`src/rtl/tx_walk_pkg.sv`:
```
package tx_walk_pkg;
  localparam int BIT_EMPTY = 15;
  localparam int BIT_CMD   = 14;
  localparam int BIT_FE    = 13;
  localparam int BIT_INV   = 12;
  localparam int BIT_UND   = 11;
  localparam int HDR_WORDS = 4;

  typedef enum logic [3:0] {
    S_IDLE, S_RD_CTL, S_CAP_CTL, S_POLL, S_RD_W1, S_RD_W2, S_RD_W3,
    S_CAP_W3, S_RD_B, S_CAP_B, S_HOLD, S_WB, S_DEAD
  } walk_st_e;
endpackage

```
`src/rtl/tx_poll_timer.sv`:
```
module tx_poll_timer #(
  parameter int GAP_W   = 8,
  parameter int MIN_GAP = 16
) (
  input  logic             clk_i,
  input  logic             rst_ni,
  input  logic             load_i,
  input  logic [GAP_W-1:0] gap_i,
  output logic             done_o
);
  localparam logic [GAP_W-1:0] MIN_V = GAP_W'(MIN_GAP);

  logic [GAP_W-1:0] cnt_q;
  logic [GAP_W-1:0] eff;

  assign eff    = (gap_i < MIN_V) ? MIN_V : gap_i;
  assign done_o = (cnt_q == '0);

  always_ff @(posedge clk_i or negedge rst_ni) begin
    if (!rst_ni)      cnt_q <= '0;
    else if (load_i)  cnt_q <= eff - GAP_W'(1);
    else if (!done_o) cnt_q <= cnt_q - GAP_W'(1);
  end
endmodule

```
`src/rtl/tx_link_check.sv`:
```
module tx_link_check #(
  parameter int AW = 16
) (
  input  logic [AW-1:0] link_i,
  output logic          bad_o
);
  // zero, or all ones above the low nibble
  assign bad_o = (link_i == '0) || ((link_i | AW'(15)) == '1);
endmodule

```
`src/rtl/tx_desc_walker.sv`:
```
module tx_desc_walker
  import tx_walk_pkg::*;
#(
  parameter int AW      = 16,
  parameter int DW      = 16,
  parameter int CW      = 12,
  parameter int GAP_W   = 8,
  parameter int MIN_GAP = 16
) (
  input  logic             clk_i,
  input  logic             rst_ni,
  input  logic             enable_i,
  input  logic [AW-1:0]    start_addr_i,
  input  logic [GAP_W-1:0] poll_gap_i,
  output logic             mem_req_o,
  output logic             mem_we_o,
  output logic [AW-1:0]    mem_addr_o,
  output logic [DW-1:0]    mem_wdata_o,
  input  logic [DW-1:0]    mem_rdata_i,
  output logic [7:0]       tx_data_o,
  output logic             tx_valid_o,
  output logic             tx_last_o,
  input  logic             tx_ready_i,
  output logic             underrun_o,
  output logic             dead_o
);
  walk_st_e      st_q;
  logic [AW-1:0] base_q, next_q;
  logic [DW-1:0] ctl_q;
  logic [CW-1:0] size_q, len_q, cnt_q, idx_q, cnt_sel;
  logic [7:0]    data_q;
  logic          und_q, desc_und_q, mid_q;
  logic          poll_done, link_bad, last_byte, poll_load;

  assign cnt_sel   = ctl_q[BIT_FE] ? len_q : size_q;
  assign last_byte = (idx_q == cnt_q - CW'(1));
  assign poll_load = (st_q == S_CAP_CTL) && mem_rdata_i[BIT_EMPTY];

  tx_poll_timer #(.GAP_W(GAP_W), .MIN_GAP(MIN_GAP)) u_timer (
    .clk_i(clk_i), .rst_ni(rst_ni), .load_i(poll_load),
    .gap_i(poll_gap_i), .done_o(poll_done)
  );

  tx_link_check #(.AW(AW)) u_link (.link_i(next_q), .bad_o(link_bad));

  always_comb begin
    mem_req_o   = 1'b0;
    mem_we_o    = 1'b0;
    mem_addr_o  = base_q;
    mem_wdata_o = ctl_q;
    mem_wdata_o[BIT_EMPTY] = 1'b1;
    mem_wdata_o[BIT_INV]   = link_bad;
    mem_wdata_o[BIT_UND]   = desc_und_q | link_bad;
    case (st_q)
      S_RD_CTL: mem_req_o = 1'b1;
      S_RD_W1: begin mem_req_o = 1'b1; mem_addr_o = base_q + AW'(1); end
      S_RD_W2: begin mem_req_o = 1'b1; mem_addr_o = base_q + AW'(2); end
      S_RD_W3: begin mem_req_o = 1'b1; mem_addr_o = base_q + AW'(3); end
      S_RD_B: begin
        mem_req_o  = 1'b1;
        mem_addr_o = base_q + AW'(HDR_WORDS) + AW'(idx_q);
      end
      S_WB: begin mem_req_o = 1'b1; mem_we_o = 1'b1; end
      default: ;
    endcase
  end

  assign tx_data_o  = data_q;
  assign tx_valid_o = (st_q == S_HOLD);
  assign tx_last_o  = tx_valid_o && ctl_q[BIT_FE] && last_byte;
  assign underrun_o = und_q;
  assign dead_o     = (st_q == S_DEAD);

  always_ff @(posedge clk_i or negedge rst_ni) begin
    if (!rst_ni) begin
      st_q <= S_IDLE;
      base_q <= '0; next_q <= '0; ctl_q <= '0;
      size_q <= '0; len_q <= '0; cnt_q <= '0; idx_q <= '0;
      data_q <= '0; und_q <= 1'b0; desc_und_q <= 1'b0; mid_q <= 1'b0;
    end else if (!enable_i) begin
      st_q <= S_IDLE;
      und_q <= 1'b0; desc_und_q <= 1'b0; mid_q <= 1'b0;
    end else begin
      case (st_q)
        S_IDLE: begin
          base_q <= start_addr_i;
          st_q   <= S_RD_CTL;
        end
        S_RD_CTL: st_q <= S_CAP_CTL;
        S_CAP_CTL: begin
          ctl_q <= mem_rdata_i;
          if (mem_rdata_i[BIT_EMPTY]) begin
            if (mid_q) begin und_q <= 1'b1; desc_und_q <= 1'b1; end
            st_q <= S_POLL;
          end else begin
            if (mem_rdata_i[BIT_CMD] && mid_q) begin
              und_q <= 1'b1; desc_und_q <= 1'b1; mid_q <= 1'b0;
            end
            st_q <= S_RD_W1;
          end
        end
        S_POLL: if (poll_done) st_q <= S_RD_CTL;
        S_RD_W1: st_q <= S_RD_W2;
        S_RD_W2: begin size_q <= mem_rdata_i[CW-1:0]; st_q <= S_RD_W3; end
        S_RD_W3: begin len_q <= mem_rdata_i[CW-1:0]; st_q <= S_CAP_W3; end
        S_CAP_W3: begin
          next_q <= mem_rdata_i[AW-1:0];
          cnt_q  <= cnt_sel;
          idx_q  <= '0;
          st_q   <= (ctl_q[BIT_CMD] || cnt_sel == '0) ? S_WB : S_RD_B;
        end
        S_RD_B: st_q <= S_CAP_B;
        S_CAP_B: begin
          data_q <= mem_rdata_i[7:0];
          und_q  <= 1'b0;
          st_q   <= S_HOLD;
        end
        S_HOLD: if (tx_ready_i) begin
          if (last_byte) st_q <= S_WB;
          else begin idx_q <= idx_q + CW'(1); st_q <= S_RD_B; end
        end
        S_WB: begin
          desc_und_q <= 1'b0;
          mid_q <= !ctl_q[BIT_CMD] && !ctl_q[BIT_FE];
          if (link_bad) begin
            und_q <= 1'b1;
            st_q  <= S_DEAD;
          end else begin
            base_q <= next_q;
            st_q   <= S_RD_CTL;
          end
        end
        S_DEAD: st_q <= S_DEAD;
        default: st_q <= S_IDLE;
      endcase
    end
  end
endmodule

```
`config.mk`:
```
export PLATFORM = sky130hd
export DESIGN_NAME = tx_desc_walker
export DESIGN_NICKNAME = d
export VERILOG_FILES = /design/src/rtl/tx_walk_pkg.sv /design/src/rtl/tx_poll_timer.sv /design/src/rtl/tx_link_check.sv /design/src/rtl/tx_desc_walker.sv
export SDC_FILE = /design/constraint.sdc
export NUM_CORES = 1
export LEC_CHECK = 0
export BUFFER_PORTS_ARGS = -buffer_cell sky130_fd_sc_hd__buf_2
export CORE_MARGIN = 2
export CORE_UTILIZATION = 53
export CTS_CLUSTER_SIZE = 28
export DETAILED_ROUTE_END_ITERATION = 12
export GPL_TIMING_DRIVEN = 0
export PLACE_DENSITY = 0.86
export SLEW_MARGIN = 0
export SYNTH_ARGS = -nofsm -noshare
export SYNTH_HDL_FRONTEND = slang
export SYNTH_SLANG_ARGS = --single-unit
```
`constraint.sdc`:
```
create_clock -name clk_i -period 3.3 [get_ports clk_i]
set_input_delay 0.66 -clock clk_i [delete_from_list [all_inputs] [get_ports clk_i]]
set_output_delay 0.66 -clock clk_i [all_outputs]
set_load 0.01 [all_outputs]
```
# After elaboration in Yosys (flattened, before gate mapping)

Index checks and enable logic that the tools add are counted.

Register bits after elaboration: 118
Bits of input ports: 44
Output and inout port bits: 46
Word-level logic and storage cells: 110

Add/sub/neg operators: 9
Magnitude comparators: 1
Equality and inequality tests: 27
Muxes and demuxes: 32
Bitwise gates (word level): 1
Reductions and logical operators: 27

Operators by type and width:

| operator                                                              | count |
|---|---|
| 16-bit one-hot mux with 4 select lines                                | 1 |
| 4-bit one-hot mux with 13 select lines                                | 1 |
| 12-bit two-way mux                                                    | 3 |
| 16-bit by 2-bit adder with 16-bit output (second input constant)      | 2 |
| 16-bit one-hot mux with 2 select lines                                | 1 |
| 8-bit two-way mux                                                     | 3 |
| 12-bit one-hot mux with 2 select lines                                | 1 |
| 4-bit == test (second input constant)                                 | 5 |
| 16-bit by 1-bit adder with 16-bit output (second input constant)      | 1 |
| 16-bit by 12-bit adder with 16-bit output                             | 1 |
| 16-bit by 3-bit adder with 16-bit output (second input constant)      | 1 |
| 4-bit by 3-bit == test with 1-bit output (second input constant)      | 4 |
| 16-bit zero test                                                      | 1 |
| 16-bit two-way mux                                                    | 1 |
| 4-bit two-way mux                                                     | 4 |
| 8-bit by 1-bit subtractor with 8-bit output (second input constant)   | 2 |
| 12-bit by 1-bit adder with 12-bit output (second input constant)      | 1 |
| 12-bit == test                                                        | 1 |
| 12-bit == test (second input constant)                                | 1 |
| 12-bit zero test                                                      | 1 |
| 2-bit AND reduction                                                   | 6 |
| 12-bit by 1-bit subtractor with 12-bit output (second input constant) | 1 |
| 1-bit two-way mux                                                     | 11 |
| 3-bit inequality test (second input constant)                         | 3 |
| 24 further kinds                                                      | 40 |

# Longest topological paths before layout

Gate-level depths: netlist (run 1).

Word-level depth: 6
Depth in mapped cells: 11
Depth with buffers taken out: 11

# Hierarchy

From an unflattened synthesis (run 1), not the netlist that was laid out.

Cells, all modules: 792
Area, all modules: 7367.1 um^2

Modules (own cells, without submodules):

| module         | times used | cells an instance | area each (um^2) | sequential area each (um^2) |
|---|---|---|---|---|
| tx_desc_walker | 1          | 717               | 6715.2           | 2702.6 |
| tx_poll_timer  | 1          | 66                | 588.1            | 200.2 |
| tx_link_check  | 1          | 9                 | 63.8             | 0.0 |

# Least setup slack after synthesis (run 1)

Ideal clock, no wire load.

Kind: register to output
Start point: register idx_q[2]
End point: output mem_addr_o[14]
Arrival: 3.005 ns
Required time: 2.640 ns
Slack: -0.365 ns
Cell stages (with the launch flop): 11
Path buffers: 0
Cells stage by stage: dfrtp_1 > inv_1 > ha_1 > inv_1 > ha_1 > a21o_1 > a21o_1 > a2111oi_0 > o31a_1 > o21ai_0 > a2111oi_0

Word-level cells in the longest chain between the ends: 2

Ends and longest elaborated chain:

| element                                   | line                  | source |
|---|---|---|
| from (decl)                               | tx_desc_walker.sv:30  | `logic [CW-1:0] size_q, len_q, cnt_q, idx_q, cnt_sel;` |
| from (signal assigned)                    | tx_desc_walker.sv:78  | `size_q <= '0; len_q <= '0; cnt_q <= '0; idx_q <= '0;` |
| from (signal assigned)                    | tx_desc_walker.sv:109 | `idx_q <= '0;` |
| from (signal assigned)                    | tx_desc_walker.sv:120 | `else begin idx_q <= idx_q + CW'(1); st_q <= S_RD_B; end` |
| 16-bit by 12-bit adder with 16-bit output | tx_desc_walker.sv:61  | `mem_addr_o = base_q + AW'(HDR_WORDS) + AW'(idx_q);` |
| 16-bit one-hot mux with 4 select lines    | tx_desc_walker.sv:54  | `case (st_q)` |
| to (decl)                                 | tx_desc_walker.sv:17  | `output logic [AW-1:0] mem_addr_o,` |

Every way passes these cells.

# Worst setup path after layout (run 1)

Start point: register idx_q[2]
End point: output mem_addr_o[10]

The elaborated chain is that of the path after synthesis.

==> results of run 1 <==
[cells by family after synthesis]
logic type	Yosys count	share of synthesized area
other	1	0.000510
AOI/OAI and AO/OA	190	0.176
muxes	62	0.0920
xor gates and xnor gates	26	0.0309
and+or+nand+nor	327	0.217
buffers and inverters	59	0.0345
adders and majority gates	31	0.0548
DFF	116	0.394
[cell type report]
cell class,count,area (um^2)
multi-input combinational,637,4480
clock inverter,14,224
clock buffer,18,439
tap,180,225
inverter,15,61.3
buffer,42,205
sequential,116,2920
fill,995,4530
timing repair buffer,110,638
[cells in the final DEF (no fill, tap or decap), types with 5 or more instances in the layout]
master,instances
nand2_1,144
dfrtp_1,105
buf_2,88
nor2_1,50
mux2_2,45
o21ai_0,32
a21oi_1,30
clkbuf_1,27
a31oi_1,26
buf_4,24
ha_1,23
nand3_1,18
xnor2_1,17
mux2i_1,17
clkbuf_16,17
or3_1,14
nor4_1,14
inv_1,12
dfrtp_2,11
nor3_1,10
a21oi_2,10
o21ai_2,9
xor2_1,9
nand2b_1,8
o21ai_1,8
a21o_1,7
and2_1,7
nand4_1,7
buf_6,6
o31ai_1,6
o221ai_1,6
nor3b_1,6
and3_1,6
or4_1,5
and4_1,5
nor2b_1,5
ha_4,5
bufinv_16,5
clkinv_4,5
[state kept, by name, indices dropped and copies added (netlist names)]
register,cells
underrun_o,1
cnt_q,12
mid_q,1
desc_und_q,1
u_timer.cnt_q,8
st_q,4
len_q,12
idx_q,12
base_q,16
size_q,12
ctl_q,13
tx_data_o,8
next_q,16
[per-layer routing]
layer,GRT usage,vias to the layer above,share of wire
met3,0.0543,107,0.095
met4,0.131,0,0.047
met2,0.499,473,0.48
met5,0,-,0
li1,-,3232,-
met1,0.382,3505,0.37
[through the flow]
stage | instances | utilization | total power, mW | instance area [um^2]
3_3_place_gp | 1079 | 0.586 | 4.97 | 8040
6_report | 1132 | 0.670 | 7.63 | 9190
4_1_cts | 1126 | 0.659 | 7.33 | 9040
2_1_floorplan | 812 | - | 4.16 | 7380
5_1_grt | 1132 | 0.670 | 8.00 | 9190
3_5_place_dp | 1080 | 0.589 | 5.08 | 8070
[worst reg2reg max path, cell delays in order (launching register included)]
cell	delay, ns
dfrtp_1	0.38
buf_4	0.16
nor4b_2	0.79
nand2_1	0.16
clkbuf_1	0.27
a21oi_1	0.29
and3_1	0.26
and2_1	0.20
xnor2_1	0.13
o22ai_1	0.12
[what timing repair did]
item,4_1_cts,5_1_grt
pin swaps,21,14
resized for setup,50,32
setup buffers,16,6
endpoints found under the setup margin,16,16
[final timing paths]
check | end | slack [ns] | depth (start not counted)
setup / recovery | mem_addr_o[10] | -0.46 | 12
hold / removal | u_timer.cnt_q[4]$_DFFE_PN0P_ | 0.05 | 1
setup reg to reg | u_timer.cnt_q[5]$_DFFE_PN0P_ | 0.38 | 9
hold reg to reg | ctl_q[1]$_DFFE_PN0P_ | 0.50 | 1
max in group asynchronous | idx_q[0]$_DFFE_PN0P_ | 2.50 | 2
min in group clk_i | next_q[12]$_DFFE_PN0P_ | 0.47 | 3
[where the power goes]
| part | internal [mW] | total (mW) | switching [mW] |
|---|---|---|---|
| registers | 1.83 | 2.24 | 0.410 |
| logic | 1.43 | 3.33 | 1.89 |
| clock network | 1.37 | 2.06 | 0.691 |
| total | 4.63 | 7.63 | 2.99 |
==> flow_summary_export.csv, run 1 <==
group,metric,value,unit
routing,drc,0,
worst_hold_path,hold_path_class,"primary input to asynchronous set/reset pin",
worst_setup_path,cp-startpoint,"idx_q[2]$_DFFE_PN0P_",
synthesis,ys_warn_count,0,
worst_setup_path,r2r-start,"st_q[2]$_DFFE_PN0P_",
timing,tightest_slew,0.883,ns
global_route,grt_max_degree,107,
placed_design,routabilityCongestion,0.933,
timing,skew,0.00875,ns
clock_tree,clk_latency,0.42,ns
power_and_ir_drop,power_density,830,nW/um^2
global_route,grt_use_total,0.299,
clock_tree,cts-htree-levels,4,
floorplanning,coreArea,13700,um^2
worst_setup_path,cpPeakStageDelay,0.42,ns
timing,fmax,266,MHz
worst_setup_path,critPathMaxFanout,3,
floorplanning,fp.dieArea,14800,um^2
timing,hold_slack,0.0501,ns
placed_design,hpwl,14.9,mm
clock_tree,cts_buffer_depth,2,
floorplanning,rows,43,
synthesis,yosys.area.top_type,"dfrtp_1",
job,maxCapViolCount,0,
synthesis,synth_seq_cells,116,
synthesis,synthFlopType,"dfrtp_1",
worst_setup_path,start_kind,"flop",
timing,setup_viol,12,
final_layout,diodes,0,
outcome,outcome,"finished with violations",
synthesis,yosysUniqueCellTypes,79,
timing,slew_headroom,0.410,
synthesis,yosys-top-cells-area,"dfrtp_1 39%, nand2_1 7.3%, mux2_2 6.9%, ha_1 4.9%, o21ai_0 2.7%",
routing,wl_per_cell,19.6,um
worst_setup_path,path_buf_inv,4,
clock_tree,clockRootBuffer,"clkbuf_16",
synthesis,ys_async_sr_fraction,1.00,
global_route,grt_remaining_overflow,0,
clock_tree,cts_tree,"done",
synthesis,synthCells,812,
global_route,antenna_found_initial,0,
placed_design,portBuffers,87,
timing,slew_viol_final,0,
final_layout,drive_gt1_frac,0.290,
worst_setup_path,critPathTopFamily,"compound AO/OA/AOI/OAI gates",
routing,ant_nets,0,
final_layout,fin_nets,1014,
timing,tns,-3.29,ns
clock_tree,clkSinkCount,116,
synthesis,synth_edf_count,0,
worst_setup_path,crit_type,"flop to primary output",
clock_tree,clkTransAtPathRegs,0.06,ns
floorplanning,die_h,122,um
placed_design,place_ws,-0.463,ns
global_route,grt_pass1_wl,34.5,mm
floorplanning,boundaryPins,90,
worst_setup_path,cp-end-kind,"primary output",
timing,hold_viol,0,
synthesis,synth_area,7360,um^2
synthesis,yosysSeqAreaShare,0.394,
clock_tree,cts_buffers,17,
routing,viasPerCell,6.46,
synthesis,syn_area_per_cell,9.06,um^2
worst_setup_path,cp_cell_sequence,"inv_2 > ha_4 > inv_4 > ha_4 > a21o_1 > a21o_1 > a2111oi_4 > o31a_1 > buf_6 > xnor2_1 > o221ai_1 > buf_2",
final_layout,area_growth,24.9,%
synthesis,synth_most_common_cell,"nand2_1",
power_and_ir_drop,leakage,4.21,nW
floorplanning,initial_core_util,0.536,
timing,post-route-period-util,1.14,
synthesis,netlist_top_cells_count,"144 x nand2_1, 116 x dfrtp_1, 53 x nor2_1",
timing,fin_crit,3.76,ns
power_and_ir_drop,irDropWorstVdd,0.000528,V
synthesis,synth.net_count,887,
worst_setup_path,arrival,3.10,ns
worst_setup_path,critPathRequiredTime,2.64,ns
worst_setup_path,slowest_stage,"dfrtp_2",
routing,drtIter0Drc,782,
outcome,violations,"negative setup slack",
clock_tree,holdBufCountCts,0,
routing,via_count,7317,
timing,layout_setup_ws,-0.456,ns
floorplanning,die_x,122,um
timing,rsz0062_at_grt,"true",
routing,drt_first_pass_iters,8,
synthesis,synth_top_area_frac,0.394,
routing,routed_wl,22.2,mm
global_route,grt_pass1_vias,6852,
Note: power is estimated with default switching activity, not from simulation.
==> run 2, diff against run 1 <==
--- a/config.mk
+++ b/config.mk
@@ -7,12 +7,14 @@
 export LEC_CHECK = 0
 export BUFFER_PORTS_ARGS = -buffer_cell sky130_fd_sc_hd__buf_2
 export CORE_MARGIN = 2
-export CORE_UTILIZATION = 53
+export CORE_UTILIZATION = 31
 export CTS_CLUSTER_SIZE = 28
 export DETAILED_ROUTE_END_ITERATION = 12
 export GPL_TIMING_DRIVEN = 0
-export PLACE_DENSITY = 0.86
+export HOLD_SLACK_MARGIN = 0.12
+export PLACE_DENSITY = 0.59
 export SLEW_MARGIN = 0
 export SYNTH_ARGS = -nofsm -noshare
 export SYNTH_HDL_FRONTEND = slang
 export SYNTH_SLANG_ARGS = --single-unit
+export TNS_END_PERCENT = 20
==> run 2 against run 1 <==
  * The run still ends with negative setup slack left
  * Non-clock buffer count down 4
  * Critical endpoint is now mem_addr_o[11]
  * First-iteration DRC count down 38%
  * Final cell count up 12%
  * Largest cell class unchanged
==> flow_summary_export.csv, run 2 (same netlist as run 1, synthesis figures left out) <==
group,metric,value,unit
worst_setup_path,r2r-start,"st_q[2]$_DFFE_PN0P_",
worst_setup_path,start_kind,"flop",
clock_tree,cts_tree,"done",
final_layout,drive_gt1_frac,0.276,
global_route,grt_pass1_wl,35.5,mm
global_route,grt_max_degree,62,
floorplanning,die_h,158,um
global_route,grt_pass1_vias,6414,
power_and_ir_drop,power_density,802,nW/um^2
routing,ant_nets,0,
routing,viasPerCell,5.32,
global_route,grt_remaining_overflow,0,
worst_setup_path,rrSetupSlack,0.39,ns
worst_setup_path,critPathTopFamily,"compound AO/OA/AOI/OAI gates",
worst_setup_path,crit_type,"flop to primary output",
floorplanning,die_x,158,um
routing,wl_met2,10.3,mm
timing,layout_setup_ws,-0.429,ns
clock_tree,cts_buffers,17,
clock_tree,clk_latency,0.42,ns
timing,slew_headroom,0.411,
clock_tree,cts-htree-levels,4,
routing,drt_first_pass_iters,5,
final_layout,fin_nets,1010,
worst_setup_path,cp_cell_sequence,"ha_4 > ha_4 > fa_2 > a211oi_4 > o21ai_2 > a21o_1 > a41o_1 > nor2_1 > xor2_1 > o221ai_1 > buf_2",
global_route,antenna_found_initial,0,
power_and_ir_drop,leakage,4.16,nW
worst_setup_path,cpMostUsedCell,"ha_4",
worst_setup_path,slowest_stage,"dfrtp_2",
timing,tightest_slew,0.881,ns
final_layout,area_growth,25.4,%
timing,slew_viol_final,0,
clock_tree,holdBufCountCts,0,
floorplanning,coreArea,23400,um^2
routing,via_count,6738,
clock_tree,cts_buffer_depth,2,
timing,hold_slack,0.210,ns
placed_design,place_ws,-0.651,ns
worst_hold_path,hold_path_class,"primary input to asynchronous set/reset pin",
final_layout,mostFrequentLayoutCell,"nand2_1",
power_and_ir_drop,irDropWorstVdd,0.000434,V
clock_tree,clkSinkCount,116,
placed_design,portBuffers,87,
outcome,violations,"negative setup slack",
worst_setup_path,worstRegToRegCells,9,
timing,rsz0062_at_grt,"true",
routing,routed_wl,22.2,mm
timing,fmax,268,MHz
routing,wl_per_cell,17.5,um
timing,setup_viol,11,
routing,wl_met1,10.5,mm
routing,drc,0,
timing,skew,0.0114,ns
placed_design,routabilityCongestion,0.839,
worst_setup_path,cp-end-kind,"primary output",
floorplanning,fp.dieArea,25000,um^2
timing,fin_crit,3.73,ns
final_layout,diodes,0,
worst_setup_path,critPathRequiredTime,2.64,ns
routing,wl_met3,1.18,mm
outcome,outcome,"finished with violations",
routing,routed.top_layer,"met4",
placed_design,hpwl,16.3,mm
clock_tree,clockRootBuffer,"clkbuf_16",
global_route,grt_use_total,0.183,
final_layout,fillers,2382,
worst_setup_path,arrival,3.07,ns
clock_tree,clkTransAtPathRegs,0.06,ns
routing,drtIter0Drc,488,
worst_setup_path,cpPeakStageDelay,0.42,ns
job,maxCapViolCount,0,
worst_setup_path,critPathMaxFanout,3,
worst_setup_path,path_buf_inv,1,
final_layout,reg_top3,"base_q x16, next_q x16, ctl_q x13",
timing,hold_viol,0,
floorplanning,rows,56,
worst_setup_path,r2r-end,"u_timer.cnt_q[5]$_DFFE_PN0P_",
floorplanning,initial_core_util,0.314,
floorplanning,boundaryPins,90,
final_layout,final_cell_mix,"144 x nand2_1, 104 x dfrtp_1, 88 x buf_2",
timing,post-route-period-util,1.13,
-- run 2: metal layers --
layer / track usage / vias up
met5: 0 / -
met4: 0.0438 / 0
met3: 0.0282 / 12
met2: 0.294 / 198
met1: 0.261 / 3300
li1: - / 3228
-- run 2: layout make-up --
type	count	area [um^2]	share of cell area
flip-flops and latches	116	2920	0.316
well taps	319	399	0.0433
clock buffers	19	453	0.0491
inverters	15	61.3	0.00665
repair buffers	104	589	0.0639
clock inverters	13	169	0.0183
multi-input cells	637	4420	0.480
plain buffers	44	210	0.0228
-- run 2: how the worst max path moves through the flow --
stage	startpoint	endpoint	cells after the start
floorplan	base_q[1]$_DFFE_PN0P_	mem_addr_o[15]	10
global placement	st_q[1]$_DFFE_PN0P_	tx_last_o	7
detailed placement	st_q[1]$_DFFE_PN0P_	tx_last_o	7
CTS	base_q[1]$_DFFE_PN0P_	mem_addr_o[11]	11
global route	base_q[2]$_DFFE_PN0P_	mem_addr_o[14]	11
finish	base_q[1]$_DFFE_PN0P_	mem_addr_o[11]	11
-- run 2: power breakdown --
group	internal [mW]	total [mW]	leakage [nW]	switching, mW
combinational	1.41	3.21	2.35	1.80
clock	1.24	1.95	0.305	0.708
sequential	1.83	2.23	1.50	0.401
-- run 2: stage by stage --
stage | instances | util | power (mW) | instance area [um^2] | setup TNS [ns]
after floorplan | 812 | - | 4.16 | 7380 | -0.00180
after CTS | 1265 | 0.390 | 7.27 | 9130 | -3.23
final | 1267 | 0.394 | 7.39 | 9220 | -3.12
after global placement | 1218 | 0.351 | 5.09 | 8210 | -4.35
after global routing | 1267 | 0.394 | 7.85 | 9220 | -4.23
after detailed placement | 1219 | 0.352 | 5.13 | 8250 | -4.02
-- run 2: what timing repair did --
item                                    CTS  global route
resized for setup                        47            21
pin swaps                                19             9
endpoints found under the setup margin   17            17
setup buffers                            14             2
==> run 3, diff against run 2 <==
--- a/config.mk
+++ b/config.mk
@@ -7,12 +7,13 @@
 export LEC_CHECK = 0
 export BUFFER_PORTS_ARGS = -buffer_cell sky130_fd_sc_hd__buf_2
 export CORE_MARGIN = 2
-export CORE_UTILIZATION = 31
+export CORE_UTILIZATION = 50
 export CTS_CLUSTER_SIZE = 28
 export DETAILED_ROUTE_END_ITERATION = 12
 export GPL_TIMING_DRIVEN = 0
 export HOLD_SLACK_MARGIN = 0.12
-export PLACE_DENSITY = 0.59
+export PLACE_DENSITY = 0.79
+export REMOVE_ABC_BUFFERS = 1
 export SLEW_MARGIN = 0
 export SYNTH_ARGS = -nofsm -noshare
 export SYNTH_HDL_FRONTEND = slang
==> constraint.sdc (replaced) <==
create_clock -name clk_i -period 3.65 [get_ports clk_i]
set_input_delay 0.73 -clock clk_i [delete_from_list [all_inputs] [get_ports clk_i]]
set_output_delay 0.73 -clock clk_i [all_outputs]
set_load 0.01 [all_outputs]
==> run 3 against run 2 <==
  * The flow still finishes with violations (negative setup slack)
  * Critical path depth unchanged
  * Non-clock buffer count down 34
  * Register-to-register slack worse by 0.02 ns
  * Global-route usage up 7.3 points
  * First-iteration DRC count up 17%
  * Clock-buffer cell count down 1
  * Worst hold slack worse by 0.024 ns
  * Sequential share of layout area up 1.5 points
==> flow_summary_export.csv, run 3 (same netlist as run 1, synthesis figures left out) <==
group,metric,value,unit
outcome,outcome,"finished with violations",
outcome,violations,"negative setup slack",
timing,layout_setup_ws,-0.134,ns
global_route,grt_max_degree,88,
routing,routed_wl,20.2,mm
power_and_ir_drop,irDropWorstVdd,0.000657,V
worst_setup_path,critPathMaxFanout,3,
clock_tree,cts_buffers,17,
clock_tree,clk_latency,0.42,ns
timing,post-route-period-util,1.04,
floorplanning,boundaryPins,90,
worst_setup_path,worstRegToRegCells,7,
timing,slew_headroom,0.175,
timing,hold_slack,0.186,ns
timing,fmax,264,MHz
clock_tree,cts-htree-levels,4,
power_and_ir_drop,power_density,723,nW/um^2
final_layout,area_growth,20.5,%
final_layout,diodes,0,
routing,drtIter0Drc,570,
final_layout,drive_gt1_frac,0.284,
placed_design,place_area,7900,um^2
global_route,grt_use_total,0.257,
routing,drt_first_pass_iters,6,
placed_design,portBuffers,88,
routing,ant_nets,0,
floorplanning,coreArea,14500,um^2
timing,tightest_slew,1.24,ns
clock_tree,holdBufCountCts,0,
clock_tree,clkTransAtPathRegs,0.05,ns
timing,fin_crit,3.78,ns
timing,setup_viol,5,
global_route,grt_pass1_wl,32.5,mm
floorplanning,fp.dieArea,15700,um^2
final_layout,mostFrequentLayoutCell,"nand2_1",
global_route,antenna_found_initial,0,
job,maxCapViolCount,0,
timing,skew,0.00781,ns
worst_setup_path,cp-end-kind,"primary output",
power_and_ir_drop,leakage,4.06,nW
routing,via_count,6765,
routing,wl_per_cell,18.4,um
timing,slew_viol_final,0,
timing,rsz0062_at_grt,"true",
worst_setup_path,arrival,3.05,ns
floorplanning,rows,44,
routing,drc,0,
worst_hold_path,hold_path_class,"primary input to asynchronous set/reset pin",
clock_tree,clkSinkCount,116,
global_route,busiest_layer,"met2",
worst_setup_path,critPathRequiredTime,2.92,ns
worst_setup_path,start_kind,"flop",
timing,hold_viol,0,
placed_design,hpwl,13.5,mm
final_layout,final_cell_mix,"144 x nand2_1, 98 x dfrtp_1, 88 x buf_2",
worst_setup_path,rrSetupSlack,0.37,ns
final_layout,fin_util,0.612,
floorplanning,die_h,125,um
routing,viasPerCell,6.16,
placed_design,routabilityCongestion,0.923,
global_route,use_met1,0.339,
clock_tree,clockRootBuffer,"clkbuf_16",
global_route,grt_pass1_vias,6439,
clock_tree,cts_buffer_depth,2,
final_layout,fin_area,8860,um^2
global_route,grt_use_met3,0.0612,
floorplanning,initial_core_util,0.508,
global_route,grt_remaining_overflow,0,
final_layout,fin_nets,976,
floorplanning,die_x,125,um
worst_setup_path,r2r-end,"idx_q[7]$_DFFE_PN0P_",
final_layout,reg_top3,"base_q x16, next_q x16, ctl_q x13",
worst_setup_path,crit_type,"flop to primary output",
clock_tree,cts_tree,"done",
worst_setup_path,r2r-start,"cnt_q[1]$_DFFE_PN0P_",
global_route,met2_usage,0.424,
-- run 3: report_power, final --
part	total (mW)	switching, mW	internal (mW)
Combinational	2.72	1.47	1.25
Sequential	2.12	0.451	1.66
Clock	1.57	0.629	0.941
Total	6.41	2.55	3.85
-- run 3: per-layer routing --
metal  wire (um)  part of all wire  vias to the layer above
met5           0                 0                        -
met4         435             0.022                        0
met3        1550             0.077                       33
met2        9680              0.48                      295
met1        8540              0.42                     3287
li1            -                 -                     3150
-- run 3: metrics by stage --
step	setup TNS (ns)	setup slack [ns]	instances	total power [mW]
after floorplan	-0.0850	-0.0850	768	3.66
after global placement	-8.55	-0.461	1040	4.38
after detailed placement	-1.37	-0.461	1044	4.48
after CTS	-0.435	-0.137	1093	6.31
after global routing	-1.26	-0.243	1098	6.80
final	-0.384	-0.134	1098	6.41
-- run 3: worst max path at each step --
stage	from	endpoint	cells past startpoint
floorplan	idx_q[2]$_DFFE_PN0P_	mem_addr_o[14]	10
global placement	idx_q[2]$_DFFE_PN0P_	mem_addr_o[14]	11
detailed placement	idx_q[2]$_DFFE_PN0P_	mem_addr_o[14]	11
CTS	idx_q[1]$_DFFE_PN0P_	mem_addr_o[11]	11
global route	base_q[1]$_DFFE_PN0P_	mem_addr_o[11]	11
finish	base_q[1]$_DFFE_PN0P_	mem_addr_o[11]	11
-- run 3: critical path, stage by stage (launching register included) --
cell and delay, ns:
dfrtp_2 0.45, ha_4 0.23, ha_4 0.15, fa_2 0.37
a211oi_4 0.30, o21ai_2 0.10, a21o_1 0.19, a41o_1 0.22
nor2_1 0.12, xor2_1 0.19, o221ai_1 0.14, buf_2 0.18
-- run 3: final cells by class --
type / count / area (um^2)
inverters: 15 / 58.8
clock buffers: 18 / 429
repair buffers: 114 / 678
clock inverters: 14 / 129
fillers: 1196 / 5620
multi-input cells: 637 / 4410
flip-flops and latches: 116 / 2930
well taps: 184 / 230
-- run 3: what timing repair did --
action | in CTS | in global routing
buffers inserted | 17 | 4
pin swaps | 18 | 8
resized for setup | 54 | 7
endpoints found under the setup margin | 16 | 11
